==> config.mk <==
export PLATFORM = sky130hd
export DESIGN_NAME = field_wr_strobe
export DESIGN_NICKNAME = d
export VERILOG_FILES = /design/src/rtl/fws_pkg.sv /design/src/rtl/fws_regs.sv /design/src/rtl/fws_timebase.sv /design/src/rtl/fws_compose.sv /design/src/rtl/field_wr_strobe.sv
export SDC_FILE = /design/constraint.sdc
export NUM_CORES = 1
export LEC_CHECK = 0
export BUFFER_PORTS_ARGS = -buffer_cell sky130_fd_sc_hd__buf_2
export CAP_MARGIN = 10
export CORE_ASPECT_RATIO = 0.6
export CORE_MARGIN = 2
export CORE_UTILIZATION = 25
export CTS_CLUSTER_DIAMETER = 50
export DETAILED_ROUTE_END_ITERATION = 10
export GPL_ROUTABILITY_DRIVEN = 0
export PLACE_DENSITY = 0.48
export SYNTH_ARGS = -nofsm -noshare
export SYNTH_HDL_FRONTEND = slang
export SYNTH_SLANG_ARGS = --single-unit
==> constraint.sdc <==
create_clock -name clk -period 2.1 [get_ports clk]
set_input_delay 0 -clock clk [delete_from_list [all_inputs] [get_ports clk]]
set_output_delay 0 -clock clk [all_outputs]
set_load 0.03 [all_outputs]
==> src/rtl/fws_pkg.sv <==
`timescale 1ns/1ps
package fws_pkg;
  localparam int SPAN_W    = 16;
  localparam int NUM_VALS  = 6;
  localparam int CTRL_ADDR = 6;

  typedef enum int {
    RI_HSTART = 0,
    RI_HSTOP  = 1,
    RI_VSTART = 2,
    RI_VSTOP  = 3,
    RI_BSTART = 4,
    RI_BSTOP  = 5
  } reg_idx_e;

  // half-open span test: lo <= pos < hi
  function automatic logic in_span(input logic [SPAN_W-1:0] pos,
                                   input logic [SPAN_W-1:0] lo,
                                   input logic [SPAN_W-1:0] hi);
    return (pos >= lo) && (pos < hi);
  endfunction
endpackage

==> src/rtl/fws_regs.sv <==
`timescale 1ns/1ps
module fws_regs #(
  parameter int VAL_W  = 11,
  parameter int DLY_W  = 2,
  parameter int ADDR_W = 3
) (
  input  logic              clk,
  input  logic              rst_n,
  input  logic              wr_en_i,
  input  logic [ADDR_W-1:0] wr_addr_i,
  input  logic [VAL_W-1:0]  wr_data_i,
  input  logic              apply_i,
  output logic [VAL_W-1:0]  val_o [fws_pkg::NUM_VALS],
  output logic [DLY_W-1:0]  dly_o,
  output logic              prog_o,
  output logic              ext_o
);
  localparam int NV     = fws_pkg::NUM_VALS;
  localparam int CTRL_W = DLY_W + 2;

  logic [VAL_W-1:0]  pend_q [NV];
  logic [VAL_W-1:0]  act_q  [NV];
  logic [CTRL_W-1:0] ctrl_pend_q, ctrl_act_q;
  logic              ctrl_hit;

  assign ctrl_hit = wr_en_i && (wr_addr_i == ADDR_W'(fws_pkg::CTRL_ADDR));

  always_ff @(posedge clk or negedge rst_n) begin
    if (!rst_n) begin
      for (int k = 0; k < NV; k++) begin
        pend_q[k] <= '0;
        act_q[k]  <= '0;
      end
      ctrl_pend_q <= '0;
      ctrl_act_q  <= '0;
    end else begin
      if (apply_i) begin
        for (int k = 0; k < NV; k++) act_q[k] <= pend_q[k];
        ctrl_act_q <= ctrl_pend_q;
      end
      for (int k = 0; k < NV; k++)
        if (wr_en_i && (wr_addr_i == ADDR_W'(k))) pend_q[k] <= wr_data_i;
      if (ctrl_hit) ctrl_pend_q <= wr_data_i[CTRL_W-1:0];
    end
  end

  generate
    for (genvar g = 0; g < NV; g++) begin : g_out
      assign val_o[g] = act_q[g];
    end
  endgenerate

  assign dly_o  = ctrl_act_q[DLY_W-1:0];
  assign prog_o = ctrl_act_q[DLY_W];
  assign ext_o  = ctrl_act_q[DLY_W+1];

  // applied configuration only moves at a field boundary
  p_hold_cfg_r10: assert property (@(posedge clk) disable iff (!rst_n)
    !apply_i |=> $stable(ctrl_act_q) && $stable(act_q[fws_pkg::RI_VSTART])
                 && $stable(act_q[fws_pkg::RI_HSTART]));
endmodule

==> src/rtl/fws_timebase.sv <==
`timescale 1ns/1ps
module fws_timebase #(
  parameter int PIX_W  = 11,
  parameter int LINE_W = 10
) (
  input  logic              clk,
  input  logic              rst_n,
  input  logic              href_i,
  input  logic              vsync_i,
  output logic              vs_rise_o,
  output logic [PIX_W-1:0]  pix_o,
  output logic [LINE_W-1:0] line_o,
  output logic              field_o
);
  localparam logic [PIX_W-1:0]  PIX_MAX  = '1;
  localparam logic [LINE_W-1:0] LINE_MAX = '1;

  logic href_q, vs_q;
  logic href_rise, vs_rise;
  logic [PIX_W-1:0]  pix_q;
  logic [LINE_W-1:0] line_q;
  logic              field_q;

  assign href_rise = href_i && !href_q;
  assign vs_rise   = vsync_i && !vs_q;

  always_ff @(posedge clk or negedge rst_n) begin
    if (!rst_n) begin
      href_q  <= 1'b0;
      vs_q    <= 1'b0;
      pix_q   <= '0;
      line_q  <= '0;
      field_q <= 1'b0;
    end else begin
      href_q <= href_i;
      vs_q   <= vsync_i;
      if (href_rise)             pix_q <= '0;
      else if (pix_q != PIX_MAX) pix_q <= pix_q + 1'b1;
      if (vs_rise)                               line_q <= '0;
      else if (href_rise && line_q != LINE_MAX)  line_q <= line_q + 1'b1;
      if (vs_rise) field_q <= !field_q;
    end
  end

  assign vs_rise_o = vs_rise;
  assign pix_o     = pix_q;
  assign line_o    = line_q;
  assign field_o   = field_q;

  // line count restarts on the vertical edge
  p_line_clear_r2: assert property (@(posedge clk) disable iff (!rst_n)
    vs_rise |=> (line_q == '0));
  // line count steps once per horizontal edge
  p_line_step_r2: assert property (@(posedge clk) disable iff (!rst_n)
    (href_rise && !vs_rise && line_q != LINE_MAX) |=> (line_q == $past(line_q) + 1'b1));
  // field flag flips on each vertical edge
  p_field_flip_r2: assert property (@(posedge clk) disable iff (!rst_n)
    vs_rise |=> (field_q != $past(field_q)));
endmodule

==> src/rtl/fws_compose.sv <==
`timescale 1ns/1ps
module fws_compose #(
  parameter int PIX_W   = 11,
  parameter int LINE_W  = 10,
  parameter int VAL_W   = 11,
  parameter int MAX_DLY = 3,
  parameter int DLY_W   = 2
) (
  input  logic              clk,
  input  logic              rst_n,
  input  logic [PIX_W-1:0]  pix_i,
  input  logic [LINE_W-1:0] line_i,
  input  logic              field_i,
  input  logic [VAL_W-1:0]  hs_i,
  input  logic [VAL_W-1:0]  he_i,
  input  logic [VAL_W-1:0]  vs_i,
  input  logic [VAL_W-1:0]  ve_i,
  input  logic [VAL_W-1:0]  bs_i,
  input  logic [VAL_W-1:0]  be_i,
  input  logic [DLY_W-1:0]  dly_i,
  input  logic              prog_i,
  input  logic              ext_i,
  input  logic              ext_we_i,
  input  logic              still_set_i,
  input  logic              still_rel_i,
  output logic              we_o,
  output logic              ie_o,
  output logic              vblank_o
);
  import fws_pkg::*;

  logic h_now, h_sel, v_now, b_now, skip_now, win_we, we_next;
  logic [MAX_DLY-1:0] hp_q;
  logic still_q, we_q, ie_q, bl_q;

  assign h_now = in_span(SPAN_W'(pix_i),  SPAN_W'(hs_i), SPAN_W'(he_i));
  assign v_now = in_span(SPAN_W'(line_i), SPAN_W'(vs_i), SPAN_W'(ve_i));
  assign b_now = in_span(SPAN_W'(line_i), SPAN_W'(bs_i), SPAN_W'(be_i));

  // horizontal delay line, one stage per selectable delay step
  generate
    for (genvar g = 0; g < MAX_DLY; g++) begin : g_hdly
      if (g == 0) begin : g_first
        always_ff @(posedge clk or negedge rst_n)
          if (!rst_n) hp_q[g] <= 1'b0;
          else        hp_q[g] <= h_now;
      end else begin : g_next
        always_ff @(posedge clk or negedge rst_n)
          if (!rst_n) hp_q[g] <= 1'b0;
          else        hp_q[g] <= hp_q[g-1];
      end
    end
  endgenerate

  always_comb begin
    h_sel = h_now;
    for (int k = 1; k <= MAX_DLY; k++)
      if (int'(dly_i) == k) h_sel = hp_q[k-1];
  end

  assign skip_now = prog_i && field_i;
  assign win_we   = h_sel && v_now && !skip_now;

  always_comb begin
    if (still_q)    we_next = 1'b0;
    else if (ext_i) we_next = ext_we_i;
    else            we_next = win_we;
  end

  always_ff @(posedge clk or negedge rst_n) begin
    if (!rst_n) begin
      still_q <= 1'b0;
      we_q    <= 1'b0;
      ie_q    <= 1'b1;
      bl_q    <= 1'b1;
    end else begin
      if (still_set_i)      still_q <= 1'b1;
      else if (still_rel_i) still_q <= 1'b0;
      we_q <= we_next;
      ie_q <= !still_q;
      bl_q <= !(ext_i && b_now);
    end
  end

  assign we_o     = we_q;
  assign ie_o     = ie_q;
  assign vblank_o = bl_q;

  // freeze holds both strobes low
  p_still_blocks_r8: assert property (@(posedge clk) disable iff (!rst_n)
    still_q |=> (!we_o && !ie_o));
  // external mode passes the pin through
  p_ext_follow_r5: assert property (@(posedge clk) disable iff (!rst_n)
    (ext_i && !still_q) |=> (we_o == $past(ext_we_i)));
  // skipped fields never write
  p_prog_skip_r7: assert property (@(posedge clk) disable iff (!rst_n)
    (prog_i && field_i && !ext_i) |=> !we_o);
  // a lone release cannot start a freeze
  p_rel_idle_r9: assert property (@(posedge clk) disable iff (!rst_n)
    (!still_q && !still_set_i) |=> !still_q);
  // no blanking outside external mode
  p_blank_idle_r6: assert property (@(posedge clk) disable iff (!rst_n)
    !ext_i |=> vblank_o);
endmodule

==> src/rtl/field_wr_strobe.sv <==
`timescale 1ns/1ps
module field_wr_strobe #(
  parameter int VAL_W   = 11,
  parameter int PIX_W   = 11,
  parameter int LINE_W  = 10,
  parameter int MAX_DLY = 3
) (
  input  logic             clk,
  input  logic             rst_n,
  input  logic             href_i,
  input  logic             vsync_i,
  input  logic             ext_we_i,
  input  logic             still_set_i,
  input  logic             still_rel_i,
  input  logic             wr_en_i,
  input  logic [2:0]       wr_addr_i,
  input  logic [VAL_W-1:0] wr_data_i,
  output logic             we_o,
  output logic             ie_o,
  output logic             vblank_o
);
  import fws_pkg::*;
  localparam int DLY_W = $clog2(MAX_DLY + 1);

  logic              vs_rise;
  logic [PIX_W-1:0]  pix;
  logic [LINE_W-1:0] line;
  logic              field;
  logic [VAL_W-1:0]  vals [NUM_VALS];
  logic [DLY_W-1:0]  dly;
  logic              prog, ext;

  fws_timebase #(.PIX_W(PIX_W), .LINE_W(LINE_W)) u_tb (
    .clk(clk), .rst_n(rst_n), .href_i(href_i), .vsync_i(vsync_i),
    .vs_rise_o(vs_rise), .pix_o(pix), .line_o(line), .field_o(field)
  );

  fws_regs #(.VAL_W(VAL_W), .DLY_W(DLY_W), .ADDR_W(3)) u_regs (
    .clk(clk), .rst_n(rst_n), .wr_en_i(wr_en_i), .wr_addr_i(wr_addr_i),
    .wr_data_i(wr_data_i), .apply_i(vs_rise), .val_o(vals),
    .dly_o(dly), .prog_o(prog), .ext_o(ext)
  );

  fws_compose #(.PIX_W(PIX_W), .LINE_W(LINE_W), .VAL_W(VAL_W),
                .MAX_DLY(MAX_DLY), .DLY_W(DLY_W)) u_cmp (
    .clk(clk), .rst_n(rst_n), .pix_i(pix), .line_i(line), .field_i(field),
    .hs_i(vals[RI_HSTART]), .he_i(vals[RI_HSTOP]),
    .vs_i(vals[RI_VSTART]), .ve_i(vals[RI_VSTOP]),
    .bs_i(vals[RI_BSTART]), .be_i(vals[RI_BSTOP]),
    .dly_i(dly), .prog_i(prog), .ext_i(ext), .ext_we_i(ext_we_i),
    .still_set_i(still_set_i), .still_rel_i(still_rel_i),
    .we_o(we_o), .ie_o(ie_o), .vblank_o(vblank_o)
  );
endmodule

==> flow_metrics.py, run 1 <==
metrics = {
    "logic_synthesis": {
        "ys_types": 46,
        "avgSynthCellArea_um2": 11.4,
        "yosys_register_bits": 171,
        "synthTopCellsByArea": "dfrtp_1 53%, mux2_2 12%, ha_1 9.6%, o21ai_0 3.9%, nand2_1 3.4%",
        "seq_area_frac_synth_pct": 54.0,
        "syn_area_mm2": 0.00793,
        "netlist_instances": 693,
        "synth_ff_type": "dfrtp_1",
        "synth_area_leader_cell": "dfrtp_1",
        "syn_nets": 776,
        "synthArstFlopShare_pct": 100,
        "yosys_warnings": 0,
        "yosysTopAreaCellShare_pct": 53.3,
        "synth-edff-count": 0,
    },
    "cts": {
        "clock_latency_ps": 440,
        "cts.htree.levels": 4,
        "clock_path_buffers": 2,
        "cts_tree": "yes",
        "cts_made_buffers": 17,
        "clk_pin_slew_ps": 70,
        "cts_sinks": 171,
        "cts_root_buf": "clkbuf_16",
    },
    "sta": {
        "period_share_pct": 96.7,
        "fin_skew_ps": 7.75,
        "setup_viol": 0,
        "fmax_ghz": 0.492,
        "worst_slack_ps": 69.4,
        "worst_pin_slew_ps": 550,
        "min_period_ps": 2030,
        "relSlewSlack_pct": 63.2,
        "tns_ps": 0,
        "hold_viol": 0,
        "rsz0062_at_grt": "no",
        "final_max_slew_viol_count": 0,
    },
    "worst_setup_path": {
        "crit_path_start_kind": "register",
        "crit_start": "u_tb.pix_o[6]",
        "cp-endpoint": "u_cmp.we_o",
        "crit_path_max_fanout": 2,
        "r2r-start": "u_tb.pix_o[6]",
        "timing.rr.end": "u_cmp.we_o",
        "crit_type": "reg -> reg",
        "worstPathArrival_ps": 2350,
        "cp-end-kind": "register",
        "ff2ff_path_depth": 7,
        "r2r_slack_ps": 70,
        "critPathRequiredTime_ps": 2420,
    },
    "detailed_routing": {
        "drtIter0Drc": 249,
        "first_pass_iters": 4,
        "wl_per_cell_um": 15.7,
        "vias_per_cell": 4.29,
        "routed_wl_mm": 18.6,
        "drc_errors": 0,
        "routed-via-count": 5093,
        "drtAntennaViolNets": 0,
    },
    "global_routing": {
        "grt_pass1_vias": 4949,
        "track_usage_pct": 12.2,
        "grt_pass1_wl_mm": 30.1,
        "globalRouteOverflowTotal": 0,
        "grt_max_degree": 103,
        "antenna_found_initial": 0,
    },
    "layout": {
        "finalNetCount": 842,
        "area_growth_pct": 20.5,
        "diodes": 0,
        "layout-drive-gt1-share_pct": 23.4,
    },
    "hold_path": {
        "holdPathStages": 2,
        "hold_class": "in -> reg",
    },
    "power": {
        "combPwrFrac_pct": 19.2,
        "internal_power_mw": 6.67,
        "seqPwrFrac_pct": 46.0,
        "ir_drop_uv": 598,
        "p_switching_mw": 2.71,
        "cellLeakagePower_nw": 4.43,
        "pwr_density_cell_mw_per_mm2": 983,
        "clkPwrFrac_pct": 34.8,
        "switching_share_pct": 28.9,
    },
    "placed_design": {
        "port_buffers": 24,
        "dp_slack_ps": 65.1,
        "dpl.hpwl_mm": 13.3,
    },
    "status": {
        "status": "complete, no violations",
    },
    "floorplan": {
        "start_util_pct": 25.4,
        "die_w_um": 234,
        "core_area_mm2": 0.0312,
        "io_pins": 25,
        "num_rows": 50,
        "dieHeight_um": 142,
        "die_area_mm2": 0.0332,
    },
    "run": {
        "cap_violations": 0,
    },
}
[repair_timing]
action / CTS / global route
setup buffers: 0 / 0
setup endpoints to repair: 0 / 3
resized for setup: 0 / 2
hold endpoints to repair: 238 / 0
hold buffers: 16 / 0
[through the flow]
step | std cells | instance area [um2] | power, mW | hold slack [ps] | utilization, %
6_report | 1188 | 9550 | 9.39 | 39.8 | 30.6
3_5_place_dp | 1140 | 8780 | 6.16 | -53.6 | 28.1
3_3_place_gp | 1140 | 8780 | 6.11 | -46.9 | 28.1
4_1_cts | 1188 | 9540 | 9.48 | 24.1 | 30.6
2_1_floorplan | 693 | 7930 | 5.46 | -296 | -
5_1_grt | 1188 | 9550 | 9.93 | 45.4 | 30.6
[routing by layer]
layer  share of wire, %  up-vias  track usage, %
met3                4.1       14            2.48
met5                  0        -               0
li1                   -     2512               -
met4                1.0        0            3.80
met1                 59     2497            20.9
met2                 36       70            14.3
[critical path, stage by stage, from the launching register on]
cell and delay (ps):
dfrtp_1 390, ha_1 310, a21o_1 160, a21oi_1 230, o211ai_1 150, a221o_1 320, a311oi_1 260, o22ai_1 100
[worst min-delay path by stage]
stage | start | end | slack [ps]
final | wr_data_i[3] | u_regs.pend_q[25] | 40
after CTS | wr_data_i[3] | u_regs.pend_q[14] | 20
after global routing | wr_data_i[3] | u_regs.pend_q[14] | 50
after detailed placement | rst_n | u_regs.pend_q[44] | -50
after floorplan | rst_n | u_cmp.hp_q[0] | -300
after global placement | rst_n | u_regs.pend_q[44] | -50
[power groups by stage]
| stage | Sequential (mW) | Clock, mW | Combinational [mW] |
|---|---|---|---|
| floorplan | 4.28 | 0 | 1.17 |
| global placement | 4.37 | 0 | 1.75 |
| detailed placement | 4.38 | 0 | 1.78 |
| CTS | 4.32 | 3.35 | 1.81 |
| global route | 4.41 | 3.45 | 2.07 |
| finish | 4.32 | 3.27 | 1.80 |
[flip-flops by register name (all words and copies together) (netlist names)]
signal and cells:
u_regs.ctrl_act_q 4, u_regs.pend_q 66, u_cmp.still_q 1, u_cmp.ie_o 1, u_tb.vs_q 1, u_tb.href_q 1, u_regs.val_o 66, u_cmp.hp_q 3
u_tb.line_o 10, u_regs.ctrl_pend_q 4, u_cmp.vblank_o 1, u_tb.field_o 1, u_tb.pix_o 11, u_cmp.we_o 1
[synth_stat cells, drive strengths merged, types with 4 or more instances]
| cell | number |
|---|---|
| dfrtp | 169 |
| mux2 | 84 |
| nand2 | 73 |
| inv | 64 |
| o21ai | 62 |
| ha | 61 |
| nor2 | 28 |
| a21oi | 18 |
| clkbuf | 15 |
| a21o | 14 |
| nand4 | 10 |
| nand3 | 9 |
| nand2b | 8 |
| xnor2 | 8 |
| buf | 7 |
| xor2 | 7 |
| and3 | 5 |
| nor2b | 5 |
| mux2i | 4 |
| nor3b | 4 |
| o211ai | 4 |
[kinds of logic (layout without fill, tap and decap cells)]
| logic type | after synthesis | after routing | synth area share [%] |
|---|---|---|---|
| XOR/XNOR | 15 | 15 | 1.66 |
| AND/OR/NAND/NOR | 155 | 155 | 9.20 |
| adder cells (fa/ha/maj) | 61 | 61 | 9.63 |
| AO/OA/AOI/OAI | 117 | 117 | 8.90 |
| flip-flops | 171 | 171 | 54.0 |
| multiplexers | 88 | 88 | 12.4 |
| buffers and inverters | 86 | 165 | 4.17 |
[cells in the final DEF, fill, tap and decap left out, types with 5 or more instances in the layout]
cell / netlist / final
ha_1: 61 / 61
xor2_1: 7 / 7
nand3_1: 9 / 9
clkbuf_16: 0 / 17
and3_1: 5 / 5
a21o_1: 14 / 14
a21oi_1: 17 / 17
dlygate4sd3_1: 0 / 16
buf_2: 6 / 23
nand2_1: 72 / 72
nor2_1: 28 / 28
nand2b_1: 8 / 8
mux2_2: 84 / 84
xnor2_1: 8 / 8
dfrtp_1: 169 / 169
buf_4: 0 / 25
inv_1: 64 / 64
o21ai_0: 62 / 62
nand4_1: 9 / 9
[layout make-up]
class / instances / area [um2]
Timing Repair Buffer: 69 / 554
Sequential cell: 171 / 4280
Clock buffer: 20 / 467
Tap cell: 416 / 520
Multi-Input combinational cell: 436 / 3350
Fill cell: 3209 / 21700
Clock inverter: 12 / 138
Inverter: 64 / 240
Power figures use the tool's default switching activity.
==> run 2: changes to the inputs <==
--- a/config.mk
+++ b/config.mk
@@ -16,2 +16,3 @@
 export PLACE_DENSITY = 0.48
+export REMOVE_ABC_BUFFERS = 1
 export SYNTH_ARGS = -nofsm -noshare
==> constraint.sdc (replaced) <==
create_clock -name clk -period 2.1 [get_ports clk]
set_input_delay 0.105 -clock clk [delete_from_list [all_inputs] [get_ports clk]]
set_output_delay 0.105 -clock clk [all_outputs]
set_load 0.03 [all_outputs]
==> run 2 against run 1 <==
Via count decreased by 1.0%. Sequential power about the same. Clock skew decreased by 1.9 ps. Critical path depth increased by 1. Global-route usage decreased by 0.28 points. Largest cell class unchanged.
==> flow_metrics.py, run 2 (synthesized netlist as in run 1, its figures left out) <==
metrics = {
    "status": {
        "status": "complete, no violations",
    },
    "layout": {
        "multi_input_area_mm2": 0.00336,
        "final_util_pct": 30.5,
        "register_area_mm2": 0.00428,
        "layout-drive-gt1-share_pct": 23.7,
        "final_cell_mix": "169 x dfrtp_1, 84 x mux2_2, 72 x nand2_1",
        "diodes": 0,
        "finalNetCount": 835,
        "n_fill_cell": 3175,
        "instances_no_fill": 1181,
        "area_growth_pct": 20.1,
        "layout_commonest_cell": "dfrtp_1",
    },
    "detailed_routing": {
        "routed-via-count": 5040,
        "first_pass_iters": 4,
        "drtIter0Drc": 305,
        "drc_errors": 0,
        "wl_per_cell_um": 15.4,
        "drtAntennaViolNets": 0,
        "vias_per_cell": 4.27,
        "routed_wl_mm": 18.2,
    },
    "power": {
        "pwr_density_cell_mw_per_mm2": 995,
        "switching_share_pct": 27.6,
        "p_switching_mw": 2.62,
        "seqPwrFrac_pct": 45.6,
        "combPwrFrac_pct": 19.3,
        "internal_power_mw": 6.85,
        "ir_drop_uv": 611,
        "cellLeakagePower_nw": 4.41,
        "clkPwrFrac_pct": 35.1,
        "finalPower_mw": 9.47,
    },
    "cts": {
        "cts_sinks": 171,
        "clock_path_buffers": 2,
        "cts_tree": "yes",
        "clock_latency_ps": 440,
        "cts.htree.levels": 4,
        "cts_root_buf": "clkbuf_16",
        "cts_made_buffers": 17,
        "post_cts_buffers": 0,
        "clk_pin_slew_ps": 70,
    },
    "run": {
        "cap_violations": 0,
    },
    "sta": {
        "final_max_slew_viol_count": 0,
        "setup_viol": 0,
        "fin_skew_ps": 5.90,
        "period_share_pct": 95.3,
        "min_period_ps": 2000,
        "hold_viol": 0,
        "relSlewSlack_pct": 62.3,
        "worst_pin_slew_ps": 565,
        "fmax_ghz": 0.500,
        "tns_ps": 0,
    },
    "global_routing": {
        "globalRouteOverflowTotal": 0,
        "track_usage_pct": 11.9,
        "grt_pass1_wl_mm": 29.4,
        "grt_max_degree": 73,
        "antenna_found_initial": 0,
        "grt_pass1_vias": 5021,
    },
    "placed_design": {
        "port_buffers": 24,
        "dp.cells": 1140,
        "dpl.hpwl_mm": 12.9,
    },
    "worst_setup_path": {
        "crit_start": "u_tb.pix_o[2]",
        "critPathRequiredTime_ps": 2410,
        "path_cells": "ha_4, a21o_1, a31oi_1, buf_4, o211ai_1, a221o_1, a311oi_1, o22ai_1",
        "crit_type": "reg -> reg",
        "crit_path_start_kind": "register",
        "cp-end-kind": "register",
        "critPathSlowestCell": "dfrtp_1",
        "r2r-start": "u_tb.pix_o[2]",
        "critPathMaxStageDelay_ps": 410,
        "crit_path_max_fanout": 2,
        "worstPathArrival_ps": 2320,
        "r2r_slack_ps": 100,
    },
    "floorplan": {
        "num_rows": 50,
        "core_area_mm2": 0.0312,
        "die_w_um": 234,
        "dieHeight_um": 142,
        "die_area_mm2": 0.0332,
        "io_pins": 25,
        "start_util_pct": 25.4,
    },
    "hold_path": {
        "hp-start": "wr_data_i[3]",
        "hold_class": "in -> reg",
    },
}
[run 2: changes by cell type in the layout (fill, tap and decap cells not counted), sizes merged]
cell	change
dlygate4sd3	-7
inv	-3
clkbuf	+2
bufinv	+1
[run 2: cell type report]
class                   instances  area share (%)
clock buffers                  22            5.09
multi-input cells             436            35.3
well taps                     416            5.47
inverters                      64            2.52
flip-flops and latches        171            45.0
clock inverters                10            1.46
repair buffers                 62            5.22
[run 2: metrics by stage]
| stage | hold WS (ps) | area [um2] | worst slack (ps) |
|---|---|---|---|
| 2_1_floorplan | -191 | 7840 | -3030 |
| 3_3_place_gp | 126 | 8790 | 47.7 |
| 3_5_place_dp | 125 | 8790 | 35.8 |
| 4_1_cts | 6.89 | 9510 | 25.0 |
| 5_1_grt | 24.3 | 9520 | -25.3 |
| 6_report | 20.0 | 9520 | 99.5 |
[run 2: final timing paths]
path                                         end  depth (start not counted)
worst max-delay path                  u_cmp.we_o                          8
worst max register to register        u_cmp.we_o                          8
max in group asynchronous         u_cmp.vblank_o                          3
worst min-delay path            u_regs.pend_q[3]                          2
worst min register to register     u_cmp.hp_q[2]                          0
min in group asynchronous       u_regs.val_o[44]                          2
[run 2: worst max-delay path, delay by kind of cell (launching register included)]
family	cells	cell delay [ps]
buffers and inverters	1	160
AOI/OAI and AO/OA	6	1050
adders and majority gates	1	250
DFF	1	410
[run 2: repair_timing]
item / in CTS / in global routing
hold buffers: 9 / 0
setup endpoints to repair: 0 / 1
hold endpoints to repair: 64 / 0
resized for setup: 0 / 3
[run 2: power by group through the flow]
stage          Combinational, mW  Clock, mW  Sequential [mW]
2_1_floorplan               1.17          0             4.29
3_3_place_gp                1.78          0             4.36
3_5_place_dp                1.81          0             4.38
4_1_cts                     1.84       3.44             4.32
5_1_grt                     2.09       3.54             4.41
6_report                    1.82       3.32             4.32
[run 2: metal layers]
metal	vias to the layer above	wire length [um]	track usage (%)
met5	-	0	0
met4	0	191	4.20
met3	15	553	2.72
met2	56	6540	14.6
met1	2460	10900	19.5
li1	2509	-	-
==> run 3: changes to the inputs <==
CTS_BUF_LIST = sky130_fd_sc_hd__clkbuf_8   (was not set)
==> run 3 against run 2 <==
Utilization down 0.36 points. Combinational power about the same. Global-route usage about the same. Critical path depth unchanged. Die area unchanged. Non-clock buffer count up 8. Sequential share of layout area up 0.53 points. Critical endpoint unchanged. Largest power group unchanged. Highest routed layer unchanged.
==> flow_metrics.py, run 3 (synthesized netlist as in run 1, its figures left out) <==
metrics = {
    "cts": {
        "cts_tree": "yes",
        "clock_path_buffers": 2,
        "cts_sinks": 171,
        "cts_made_buffers": 17,
        "cts.htree.levels": 4,
        "cts_root_buf": "clkbuf_8",
        "clk_pin_slew_ps": 80,
        "clock_latency_ps": 490,
    },
    "floorplan": {
        "dieHeight_um": 142,
        "start_util_pct": 25.4,
        "num_rows": 50,
        "core_area_mm2": 0.0312,
        "die_w_um": 234,
        "die_area_mm2": 0.0332,
        "io_pins": 25,
    },
    "detailed_routing": {
        "wl_per_cell_um": 15.3,
        "routed-wl-met3_um": 776,
        "top_layer_used": "met4",
        "wl_met1_mm": 10.7,
        "vias_per_cell": 4.26,
        "drc_errors": 0,
        "first_pass_iters": 4,
        "wl_met2_mm": 6.43,
        "drtAntennaViolNets": 0,
        "routed_wl_mm": 18.2,
        "drtIter0Drc": 292,
        "routed-via-count": 5062,
    },
    "layout": {
        "finalNetCount": 843,
        "instances_no_fill": 1189,
        "layout-drive-gt1-share_pct": 23.4,
        "diodes": 0,
        "area_growth_pct": 18.7,
        "final_util_pct": 30.1,
        "n_fill_cell": 3207,
        "final_cell_mix": "169 x dfrtp_1, 84 x mux2_2, 72 x nand2_1",
        "layout_commonest_cell": "dfrtp_1",
    },
    "sta": {
        "period_share_pct": 95.3,
        "relSlewSlack_pct": 62.2,
        "worst_pin_slew_ps": 566,
        "worst_slack_ps": 97.9,
        "fin_skew_ps": 13.5,
        "final_max_slew_viol_count": 0,
        "fmax_ghz": 0.499,
        "setup_viol": 0,
        "min_period_ps": 2000,
        "hold_viol": 0,
    },
    "power": {
        "pwr_density_cell_mw_per_mm2": 922,
        "cellLeakagePower_nw": 4.36,
        "switching_share_pct": 29.1,
        "p_switching_mw": 2.52,
        "seqPwrFrac_pct": 49.7,
        "ir_drop_uv": 455,
        "finalPower_mw": 8.68,
        "combPwrFrac_pct": 21.1,
        "clkPwrFrac_pct": 29.2,
        "internal_power_mw": 6.15,
    },
    "placed_design": {
        "port_buffers": 24,
        "dp_slack_ps": 35.8,
        "dpl.hpwl_mm": 12.9,
        "dp.cells": 1140,
    },
    "worst_setup_path": {
        "path_buf_inv": 1,
        "crit_path_start_kind": "register",
        "cp-end-kind": "register",
        "r2r-start": "u_tb.pix_o[2]",
        "cp_top_family": "compound AO/OA/AOI/OAI gates",
        "r2r_slack_ps": 100,
        "crit_path_max_fanout": 2,
        "path_cells": "ha_4, a21o_1, a31oi_1, buf_4, o211ai_1, a221o_1, a311oi_1, o22ai_1",
        "worstPathArrival_ps": 2360,
        "critPathRequiredTime_ps": 2460,
        "crit_type": "reg -> reg",
        "critPathMaxStageDelay_ps": 420,
        "critPathSlowestCell": "dfrtp_1",
        "timing.rr.end": "u_cmp.we_o",
        "ff2ff_path_depth": 8,
    },
    "run": {
        "cap_violations": 0,
    },
    "global_routing": {
        "grt_max_degree": 73,
        "grt_pass1_wl_mm": 29.4,
        "track_usage_pct": 11.9,
        "antenna_found_initial": 0,
        "globalRouteOverflowTotal": 0,
        "grt_pass1_vias": 5054,
    },
    "status": {
        "status": "complete, no violations",
    },
    "hold_path": {
        "hold_class": "in -> async",
    },
}
-- run 3: worst max path at each step --
| stage | start | to | cells past startpoint |
|---|---|---|---|
| after detailed placement | u_tb.pix_o[2] | u_cmp.we_o | 8 |
| after floorplan | u_tb.vs_q | u_regs.ctrl_act_q[0] | 2 |
| after global routing | u_tb.line_o[5] | u_cmp.we_o | 7 |
| after global placement | u_tb.pix_o[2] | u_cmp.we_o | 8 |
| after CTS | u_tb.pix_o[2] | u_cmp.we_o | 8 |
| final | u_tb.pix_o[2] | u_cmp.we_o | 8 |
-- run 3: worst register-to-register path: stages, from the launching register on --
cell,delay (ps)
dfrtp_1,420
ha_4,250
a21o_1,140
a31oi_1,190
buf_4,160
o211ai_1,100
a221o_1,320
a311oi_1,220
o22ai_1,100
-- run 3: layout make-up --
cell class	instances	area [um2]	area share [%]
clock inverter	11	143	1.52
inverter	64	240	2.55
clock buffer	21	289	3.07
timing repair buffer	70	577	6.13
tap	416	520	5.53
sequential	171	4280	45.5
multi-input combinational	436	3360	35.7
-- run 3: stage by stage --
stage | area, um2 | setup TNS [ps] | hold WS [ps]
2_1_floorplan | 7840 | -228190 | -191
3_3_place_gp | 8790 | 0 | 126
3_5_place_dp | 8790 | 0 | 125
4_1_cts | 9390 | 0 | 139
5_1_grt | 9410 | -30.4 | 164
6_report | 9410 | 0 | 163
-- run 3: layer usage --
layer	vias up	GRT usage, %
li1	2513	-
met1	2462	19.5
met2	67	14.5
met3	20	2.66
met4	0	4.40
met5	-	0
-- run 3: what timing repair did --
action | 4_1_cts | 5_1_grt
hold buffers | 17 | 0
hold endpoints to repair | 147 | 0
setup endpoints to repair | 0 | 1
gates resized for setup | 0 | 3
setup buffers | 0 | 0
-- run 3: power by group through the flow --
stage | registers (mW) | clock network, mW | logic (mW)
global placement | 4.36 | 0 | 1.78
CTS | 4.31 | 2.64 | 1.85
finish | 4.31 | 2.53 | 1.83
global route | 4.40 | 2.75 | 2.10
detailed placement | 4.38 | 0 | 1.81
floorplan | 4.29 | 0 | 1.17
